### config.mk
export PLATFORM = sky130hd
export DESIGN_NAME = addr_unit16
export DESIGN_NICKNAME = d
export VERILOG_FILES = /design/src/rtl/adu_pkg.sv /design/src/rtl/adu_incdec.sv /design/src/rtl/adu_pair_add.sv /design/src/rtl/adu_ofs_add.sv /design/src/rtl/adu_vec_gen.sv /design/src/rtl/addr_unit16.sv
export SDC_FILE = /design/constraint.sdc
export NUM_CORES = 1
export LEC_CHECK = 0
export ABC_AREA = 1
export CAP_MARGIN = 25
export CORE_AREA = 2 2 104 106
export DETAILED_ROUTE_END_ITERATION = 7
export DIE_AREA = 0 0 106 108
export DONT_BUFFER_PORTS = 1
export GPL_TIMING_DRIVEN = 0
export SLEW_MARGIN = 20
export SYNTH_ARGS = -nofsm -noshare
export SYNTH_HDL_FRONTEND = slang
export SYNTH_HIERARCHICAL = 1
export SYNTH_SLANG_ARGS = --single-unit
### constraint.sdc
create_clock -name vclk -period 3.88
set_input_delay 0.582 -clock vclk [all_inputs]
set_output_delay 0.582 -clock vclk [all_outputs]
set_load 0.01 [all_outputs]
### src/rtl/adu_pkg.sv
// Shared widths, flag bit positions and operation codes for the address unit.
package adu_pkg;
    localparam int ADU_W    = 16;
    localparam int ADU_BW   = 8;
    localparam int ADU_FW   = 4;
    localparam int FLG_Z    = 3;
    localparam int FLG_N    = 2;
    localparam int FLG_H    = 1;
    localparam int FLG_C    = 0;

    typedef enum logic [3:0] {
        OP_INC16   = 4'd0,
        OP_DEC16   = 4'd1,
        OP_ADD_HL  = 4'd2,
        OP_SPOFS_S = 4'd3,
        OP_SPOFS_H = 4'd4,
        OP_PAGE_IM = 4'd5,
        OP_PAGE_C  = 4'd6,
        OP_PTR_INC = 4'd7,
        OP_PTR_DEC = 4'd8,
        OP_REL_BR  = 4'd9,
        OP_RESTART = 4'd10
    } adu_op_e;
endpackage

### src/rtl/adu_incdec.sv
// Step unit: adds or subtracts one from a W-bit value, wrapping.
// Assumes nothing about the operand; no flags are produced here.
module adu_incdec #(
    parameter int W = 16
) (
    input  logic [W-1:0] val_i,
    input  logic         down_i,
    output logic [W-1:0] step_o
);
    localparam logic [W-1:0] ONE = W'(1);

    // Select the increment or decrement of the operand.
    always_comb begin
        if (down_i) step_o = val_i - ONE;
        else        step_o = val_i + ONE;
    end
endmodule

### src/rtl/adu_pair_add.sv
// Pair adder: W-bit unsigned add exposing the carry out of bit MID-1
// (half carry) and of the top bit. Assumes MID < W.
module adu_pair_add #(
    parameter int W   = 16,
    parameter int MID = 12
) (
    input  logic [W-1:0] x_i,
    input  logic [W-1:0] y_i,
    output logic [W-1:0] sum_o,
    output logic         cmid_o,
    output logic         ctop_o
);
    logic [W:0]   full_s;
    logic [MID:0] part_s;

    // Full-width and lower-slice sums; the slice yields the half carry.
    always_comb begin
        full_s = {1'b0, x_i} + {1'b0, y_i};
        part_s = {1'b0, x_i[MID-1:0]} + {1'b0, y_i[MID-1:0]};
        sum_o  = full_s[W-1:0];
        ctop_o = full_s[W];
        cmid_o = part_s[MID];
    end
endmodule

### src/rtl/adu_ofs_add.sv
// Signed-byte offset adder: base plus sign-extended BW-bit offset, with the
// unsigned carries of the offset byte into the base's low byte at nibble and
// byte boundaries. Assumes BW is even and BW < W.
module adu_ofs_add #(
    parameter int W  = 16,
    parameter int BW = 8
) (
    input  logic [W-1:0]  base_i,
    input  logic [BW-1:0] ofs_i,
    output logic [W-1:0]  sum_o,
    output logic          cnib_o,
    output logic          cbyte_o
);
    localparam int NIB = BW / 2;

    logic [W-1:0] ext_s;
    logic [BW:0]  lowb_s;
    logic [NIB:0] nib_s;

    // Sign-extend the offset and form the wrapped sum and low-byte carries.
    always_comb begin
        ext_s   = {{(W-BW){ofs_i[BW-1]}}, ofs_i};
        sum_o   = base_i + ext_s;
        lowb_s  = {1'b0, base_i[BW-1:0]} + {1'b0, ofs_i};
        nib_s   = {1'b0, base_i[NIB-1:0]} + {1'b0, ofs_i[NIB-1:0]};
        cbyte_o = lowb_s[BW];
        cnib_o  = nib_s[NIB];
    end
endmodule

### src/rtl/adu_vec_gen.sv
// Fixed-address former: high-page address (all-ones upper part plus a byte
// chosen from immediate or register) and restart vector (index << SHIFT).
// Assumes IDXW + SHIFT <= W.
module adu_vec_gen #(
    parameter int W     = 16,
    parameter int BW    = 8,
    parameter int IDXW  = 3,
    parameter int SHIFT = 3
) (
    input  logic            use_reg_i,
    input  logic [BW-1:0]   imm_i,
    input  logic [BW-1:0]   reg_i,
    input  logic [IDXW-1:0] idx_i,
    output logic [W-1:0]    page_o,
    output logic [W-1:0]    rst_o
);
    localparam int PAD = W - IDXW - SHIFT;

    // High-page address from the selected byte.
    always_comb begin
        page_o = {{(W-BW){1'b1}}, (use_reg_i ? reg_i : imm_i)};
    end

    generate
        if (PAD > 0) begin : g_pad
            // Restart vector with zero padding above the index.
            always_comb rst_o = {{PAD{1'b0}}, idx_i, {SHIFT{1'b0}}};
        end else begin : g_nopad
            // Restart vector filling the full width.
            always_comb rst_o = {idx_i, {SHIFT{1'b0}}};
        end
    endgenerate
endmodule

### src/rtl/addr_unit16.sv
// 16-bit address arithmetic unit (combinational). Selects among step,
// pair-add, signed-offset and fixed-address results and forms the flags.
// Assumes the sequencer samples outputs once inputs are settled; no state.
module addr_unit16
    import adu_pkg::*;
(
    input  logic [3:0]  op_sel,
    input  logic [15:0] opnd_a,
    input  logic [15:0] opnd_b,
    input  logic [7:0]  imm8,
    input  logic [3:0]  flags_in,
    output logic [15:0] result,
    output logic [15:0] addr_out,
    output logic [3:0]  flags_out
);
    localparam int W       = ADU_W;
    localparam int BW      = ADU_BW;
    localparam int HALF_HL = 12;
    localparam int VIDX    = 3;
    localparam int VSHIFT  = 3;

    adu_op_e      op_s;
    logic         step_down;
    logic [W-1:0] step_y, pair_y, ofs_y, page_y, rst_y;
    logic         pair_cmid, pair_ctop, ofs_cnib, ofs_cbyte;

    // Decode the operation code and the step direction.
    always_comb begin
        op_s      = adu_op_e'(op_sel);
        step_down = (op_s == OP_DEC16) || (op_s == OP_PTR_DEC);
    end

    adu_incdec #(.W(W)) step_i (
        .val_i (opnd_a),
        .down_i(step_down),
        .step_o(step_y)
    );

    adu_pair_add #(.W(W), .MID(HALF_HL)) pair_i (
        .x_i   (opnd_a),
        .y_i   (opnd_b),
        .sum_o (pair_y),
        .cmid_o(pair_cmid),
        .ctop_o(pair_ctop)
    );

    adu_ofs_add #(.W(W), .BW(BW)) ofs_i (
        .base_i (opnd_a),
        .ofs_i  (imm8),
        .sum_o  (ofs_y),
        .cnib_o (ofs_cnib),
        .cbyte_o(ofs_cbyte)
    );

    adu_vec_gen #(.W(W), .BW(BW), .IDXW(VIDX), .SHIFT(VSHIFT)) vec_i (
        .use_reg_i(op_s == OP_PAGE_C),
        .imm_i    (imm8),
        .reg_i    (opnd_b[BW-1:0]),
        .idx_i    (imm8[VIDX-1:0]),
        .page_o   (page_y),
        .rst_o    (rst_y)
    );

    // Result, bus address and flag selection per operation.
    always_comb begin
        result    = opnd_a;
        addr_out  = opnd_a;
        flags_out = flags_in;
        unique case (op_s)
            OP_INC16, OP_DEC16: begin
                result   = step_y;
                addr_out = step_y;
            end
            OP_PTR_INC, OP_PTR_DEC: begin
                result   = step_y;
                addr_out = opnd_a;
            end
            OP_ADD_HL: begin
                result           = pair_y;
                addr_out         = pair_y;
                flags_out[FLG_N] = 1'b0;
                flags_out[FLG_H] = pair_cmid;
                flags_out[FLG_C] = pair_ctop;
            end
            OP_SPOFS_S, OP_SPOFS_H: begin
                result    = ofs_y;
                addr_out  = ofs_y;
                flags_out = '0;
                flags_out[FLG_H] = ofs_cnib;
                flags_out[FLG_C] = ofs_cbyte;
            end
            OP_REL_BR: begin
                result   = ofs_y;
                addr_out = ofs_y;
            end
            OP_PAGE_IM, OP_PAGE_C: begin
                result   = page_y;
                addr_out = page_y;
            end
            OP_RESTART: begin
                result   = rst_y;
                addr_out = rst_y;
            end
            default: begin
                result   = opnd_a;
                addr_out = opnd_a;
            end
        endcase
    end

    // Structural checks on the settled outputs.
    always_comb begin

        flags_keep_chk: assert (!(op_sel inside {4'd0, 4'd1, 4'd5, 4'd6, 4'd7, 4'd8, 4'd9, 4'd10})
                                || flags_out == flags_in);

        hl_flag_chk: assert (op_sel != 4'd2
                             || (flags_out[FLG_N] == 1'b0 && flags_out[FLG_Z] == flags_in[FLG_Z]));

        spofs_zn_chk: assert (!(op_sel inside {4'd3, 4'd4})
                              || (flags_out[FLG_Z] == 1'b0 && flags_out[FLG_N] == 1'b0));

        page_top_chk: assert (!(op_sel inside {4'd5, 4'd6}) || addr_out[15:8] == 8'hFF);

        ptr_addr_chk: assert (!(op_sel inside {4'd7, 4'd8}) || addr_out == opnd_a);

        rst_shape_chk: assert (op_sel != 4'd10
                               || (result[15:6] == 10'd0 && result[2:0] == 3'd0));

        addr_eq_chk: assert ((op_sel inside {4'd7, 4'd8}) || addr_out == result);
    end
endmodule

==> impl_metrics.py, run 1 <==
metrics = {
    "timing": {
        "max_freq_mhz": 277,
        "fin_crit_ns": 3.62,
        "finalMaxSlewViolations": 0,
        "rsz0062_at_grt": "no",
        "hold_viol": 0,
        "setup_viol": 0,
        "layout_setup_ws_ns": 0.264,
        "relSlewSlack": 0.576,
        "setup_tns_ns": 0,
        "holdWs_ns": 1.25,
        "tightestPinTransition_ns": 0.637,
        "fin_crit_sh": 0.932,
    },
    "worst_setup_path": {
        "cp-start-kind": "input pin",
        "critPathKind": "input pin to output pin",
        "crit_fanout": 16,
        "crit_required_ns": 3.30,
        "crit_start": "op_sel[2]",
        "worstPathArrival_ns": 3.03,
        "worstSetupEndpointType": "output pin",
    },
    "final_layout": {
        "fin_cells": 1096,
        "clockBufferCount": 0,
        "regArea_um2": 0,
        "drive_above_1_share": 0.0802,
        "antennaDiodeCount": 0,
        "fin_nets": 1058,
        "fin_util": 0.469,
        "syn2layout_area_growth_pct": 5.48,
        "finalInstanceArea_mm2": 0.00479,
        "design.seq.count": 0,
    },
    "drt": {
        "vias_per_cell": 4.60,
        "totalWireLength_mm": 13.6,
        "final_antenna_net_count": 0,
        "dr.pass1.iters": 5,
        "dr.first_iter.drc_count": 317,
        "vias": 5037,
        "drc": 0,
        "wl_per_cell_um": 12.4,
    },
    "min_path": {
        "min_from": "flags_in[3]",
        "min_path_cells": 2,
        "hp-class": "input pin to output pin",
    },
    "cts": {
        "post_cts_hold_buffer_count": 0,
        "postCtsSetupRepairBufs": 0,
        "cts_resized": 1,
    },
    "floorplanning": {
        "die_x_um": 106,
        "die_area_mm2": 0.0114,
        "die_y_um": 108,
        "ios": 84,
        "fp-row-count": 37,
        "core-area_mm2": 0.0102,
        "start_util": 0.444,
    },
    "yosys": {
        "yosysMostFrequentCell": "nand2_1",
        "avgSynthCellArea_um2": 4.83,
        "synth_top_cell_area_share": 0.313,
        "yosys.area.top_type": "nand2_1",
        "synth_warnings": 6,
        "syn_area_mm2": 0.00455,
        "synthCells": 941,
        "ys_seq_area_frac": 0,
        "synth_cell_types": 32,
        "synth_area_leaders": "nand2_1, inv_1, ha_1, nand3_1, nor2_1",
        "yosys-top-cells-count": "nand2_1, inv_1, nor2_1",
    },
    "grt": {
        "grt_pass1_wl_mm": 22.0,
        "grt_use_met3": 0.0253,
        "top_usage_layer": "met2",
        "grtUsageMet1": 0.330,
        "grt_pass1_vias": 4449,
        "grt_max_degree": 17,
        "grtUsageTotal": 0.237,
        "overflow": 0,
        "gr-usage-met2": 0.402,
        "antenna_found_initial": 0,
    },
    "pwr": {
        "vdd_drop_max_uv": 59.6,
        "p_per_area_mw_per_mm2": 141,
        "leakage_nw": 3.40,
        "finalPower_mw": 0.678,
    },
    "place": {
        "placed_cell_area_mm2": 0.00479,
        "dpl.hpwl_mm": 11.8,
        "placedCellCount": 1096,
        "gp_congestion": 0.879,
        "dp_slack_ns": -0.0245,
        "io_buffer_count": 0,
    },
    "status": {
        "status": "finished clean",
    },
    "flow_run": {
        "drv_cap": 0,
    },
}
## final cells by class
type                            count  area [um^2]
Buffer                             41          282
Inverter                          173          649
Multi-Input combinational cell    746         3690
Tap cell                          136          170
Fill cell                        1208         5440
## power by group
group          total (mW)  switching (mW)  internal, mW
registers               0               0             0
clock network           0               0             0
logic               0.678           0.445         0.233
total               0.678           0.445         0.233
## final timing paths
check,endpoint,slack (ns)
hold / removal,flags_out[3],1.25
setup / recovery,addr_out[11],0.26
## critical path, stage by stage
cell,delay (ns)
nor2_1,0.12
buf_2,0.27
buf_2,0.29
nand2_1,0.13
nand2_4,0.22
ha_1,0.33
nand2_1,0.12
inv_1,0.07
a21oi_1,0.18
nand2_2,0.12
nand2_2,0.08
nand2_1,0.05
nand2_1,0.05
nand2_1,0.09
inv_1,0.06
nor2_1,0.04
nor2_1,0.12
nand2_1,0.10
## cell families (layout without fill, tap and decap cells)
group	after synthesis	in the layout	share of synthesized area
AO/OA/AOI/OAI	22	22	0.0281
XOR/XNOR	23	23	0.0443
adder cells (fa/ha/maj)	48	48	0.137
buffers and inverters	214	214	0.205
other	2	21	0.00165
AND/OR/NAND/NOR	632	632	0.584
## routing by layer
layer | up-vias | share of wire
met5 | - | 0
met4 | 0 | 0.018
met3 | 19 | 0.065
met2 | 141 | 0.42
met1 | 2046 | 0.49
li1 | 2831 | -
## cell usage in the layout (no fill, tap or decap)
cell        n
inv_1     165
nor2_1    116
a21oi_1    19
nor2_4      1
a21oi_4     1
nand3_1    92
clkbuf_1    2
a211oi_1    1
nand2_1   378
nor3b_1     1
buf_2       9
nand2_4     2
nand3_4     1
xor2_1     20
nor2_2      3
inv_2       8
nand2_2    11
buf_6       1
conb_1     21
a21oi_2     1
ha_1       45
or2_1       3
nor3_2      4
and2_2      1
and2_4      1
nor3_1      6
nand3_2     4
xnor2_1     3
buf_4      29
nand3b_1    5
nand4_1     3
fa_1        3
No activity file was read; power rests on OpenSTA's default activity.
==> run 2: changes to the inputs <==
--- a/config.mk
+++ b/config.mk
@@ -12,6 +12,7 @@
 export DIE_AREA = 0 0 106 108
 export DONT_BUFFER_PORTS = 1
 export GPL_TIMING_DRIVEN = 0
+export PLACE_DENSITY = 0.68
 export SLEW_MARGIN = 20
 export SYNTH_ARGS = -nofsm -noshare
 export SYNTH_HDL_FRONTEND = slang
==> run 2 against run 1 <==
Net effect: critical path depth decreased by 1; worst setup slack better by 0.038 ns; clock-buffer cell count stayed put; highest routed layer unchanged; largest power group unchanged; cell count did not move; via count rose by 2.6%.
==> impl_metrics.py, run 2 (synthesis gave the netlist of run 1 again) <==
metrics = {
    "status": {
        "status": "finished clean",
    },
    "min_path": {
        "hp-class": "input pin to output pin",
        "min_path_cells": 2,
    },
    "final_layout": {
        "regArea_um2": 0,
        "clockBufferCount": 0,
        "final_common_cell": "nand2_1",
        "design.seq.count": 0,
        "fin_nets": 1058,
        "antennaDiodeCount": 0,
        "layout_common_cells": "nand2_1, inv_1, nor2_1",
        "drive_above_1_share": 0.0802,
        "fin_cells": 1096,
        "fin_util": 0.469,
        "syn2layout_area_growth_pct": 5.48,
        "finalInstanceArea_mm2": 0.00479,
    },
    "place": {
        "gp_congestion": 0.924,
        "io_buffer_count": 0,
        "placedCellCount": 1096,
        "dpl.hpwl_mm": 11.5,
        "dp_slack_ns": 0.0389,
        "placed_cell_area_mm2": 0.00479,
    },
    "floorplanning": {
        "fp-row-count": 37,
        "die_x_um": 106,
        "start_util": 0.444,
        "die_area_mm2": 0.0114,
        "die_y_um": 108,
        "core-area_mm2": 0.0102,
        "ios": 84,
    },
    "drt": {
        "totalWireLength_mm": 13.3,
        "vias_per_cell": 4.71,
        "dr.first_iter.drc_count": 288,
        "dr.pass1.iters": 5,
        "final_antenna_net_count": 0,
        "vias": 5167,
        "drc": 0,
        "wl_per_cell_um": 12.2,
    },
    "timing": {
        "hold_viol": 0,
        "finalMaxSlewViolations": 0,
        "max_freq_mhz": 280,
        "relSlewSlack": 0.586,
        "holdWs_ns": 1.25,
        "fin_crit_ns": 3.58,
        "setup_viol": 0,
        "tightestPinTransition_ns": 0.621,
        "setup_tns_ns": 0,
        "layout_setup_ws_ns": 0.302,
        "fin_crit_sh": 0.922,
        "rsz0062_at_grt": "no",
    },
    "worst_setup_path": {
        "path_buf_inv": 3,
        "worstPathArrival_ns": 3.00,
        "cp-start-kind": "input pin",
        "path_cells": "nor2_1 > buf_2 > buf_2 > nand2_1 > nand2_4 > ha_1 > or2_1 > nand3_1 > nand2_2 > nand2_2 > nand2_1 > nand2_1 > nand2_1 > nand2_1 > inv_1 > nor2_1 > nand2_1",
        "cp_slowest_cell": "ha_1",
        "critPathKind": "input pin to output pin",
        "critical_path.top_delay_family": "simple AND/OR/NAND/NOR gates",
        "cpMostUsedCell": "nand2_1",
        "crit_fanout": 16,
        "worstSetupEndpointType": "output pin",
        "crit_required_ns": 3.30,
        "critPathMaxStageDelay_ns": 0.30,
        "cp.depth": 17,
    },
    "grt": {
        "grtUsageTotal": 0.234,
        "grt_pass1_vias": 4589,
        "antenna_found_initial": 0,
        "grt_max_degree": 17,
        "overflow": 0,
        "grt_pass1_wl_mm": 21.8,
    },
    "pwr": {
        "leakage_nw": 3.40,
        "vdd_drop_max_uv": 65.2,
        "finalPower_mw": 0.674,
        "p_per_area_mw_per_mm2": 141,
    },
    "cts": {
        "post_cts_hold_buffer_count": 0,
    },
    "flow_run": {
        "drv_cap": 0,
    },
}
[run 2: path summary, 6_finish.rpt]
check / start / end / slack [ns]
worst min-delay path: flags_in[3] / flags_out[3] / 1.25
worst max-delay path: op_sel[2] / result[11] / 0.30
[run 2: timing repair]
item                                    in CTS  in global routing
endpoints found under the setup margin       0                 24
gates resized for setup                      0                  2
hold endpoints to repair                     0                  0
setup buffers                                0                  0
[run 2: report_power, final]
part / internal [mW] / switching (mW)
clock: 0 / 0
sequential: 0 / 0
combinational: 0.233 / 0.442
total: 0.233 / 0.442
[run 2: routing by layer]
| metal | up-vias | wire length [um] | track usage |
|---|---|---|---|
| li1 | 2836 | - | - |
| met1 | 2192 | 6570 | 0.310 |
| met2 | 130 | 5910 | 0.426 |
| met3 | 9 | 720 | 0.0235 |
| met4 | 0 | 125 | 0.0197 |
| met5 | - | 0 | 0 |
[run 2: final cells by class]
cell class                      count  area [um^2]
Fill cell                        1211         5440
Buffer                             41          282
Tap cell                          136          170
Inverter                          173          649
Multi-Input combinational cell    746         3690
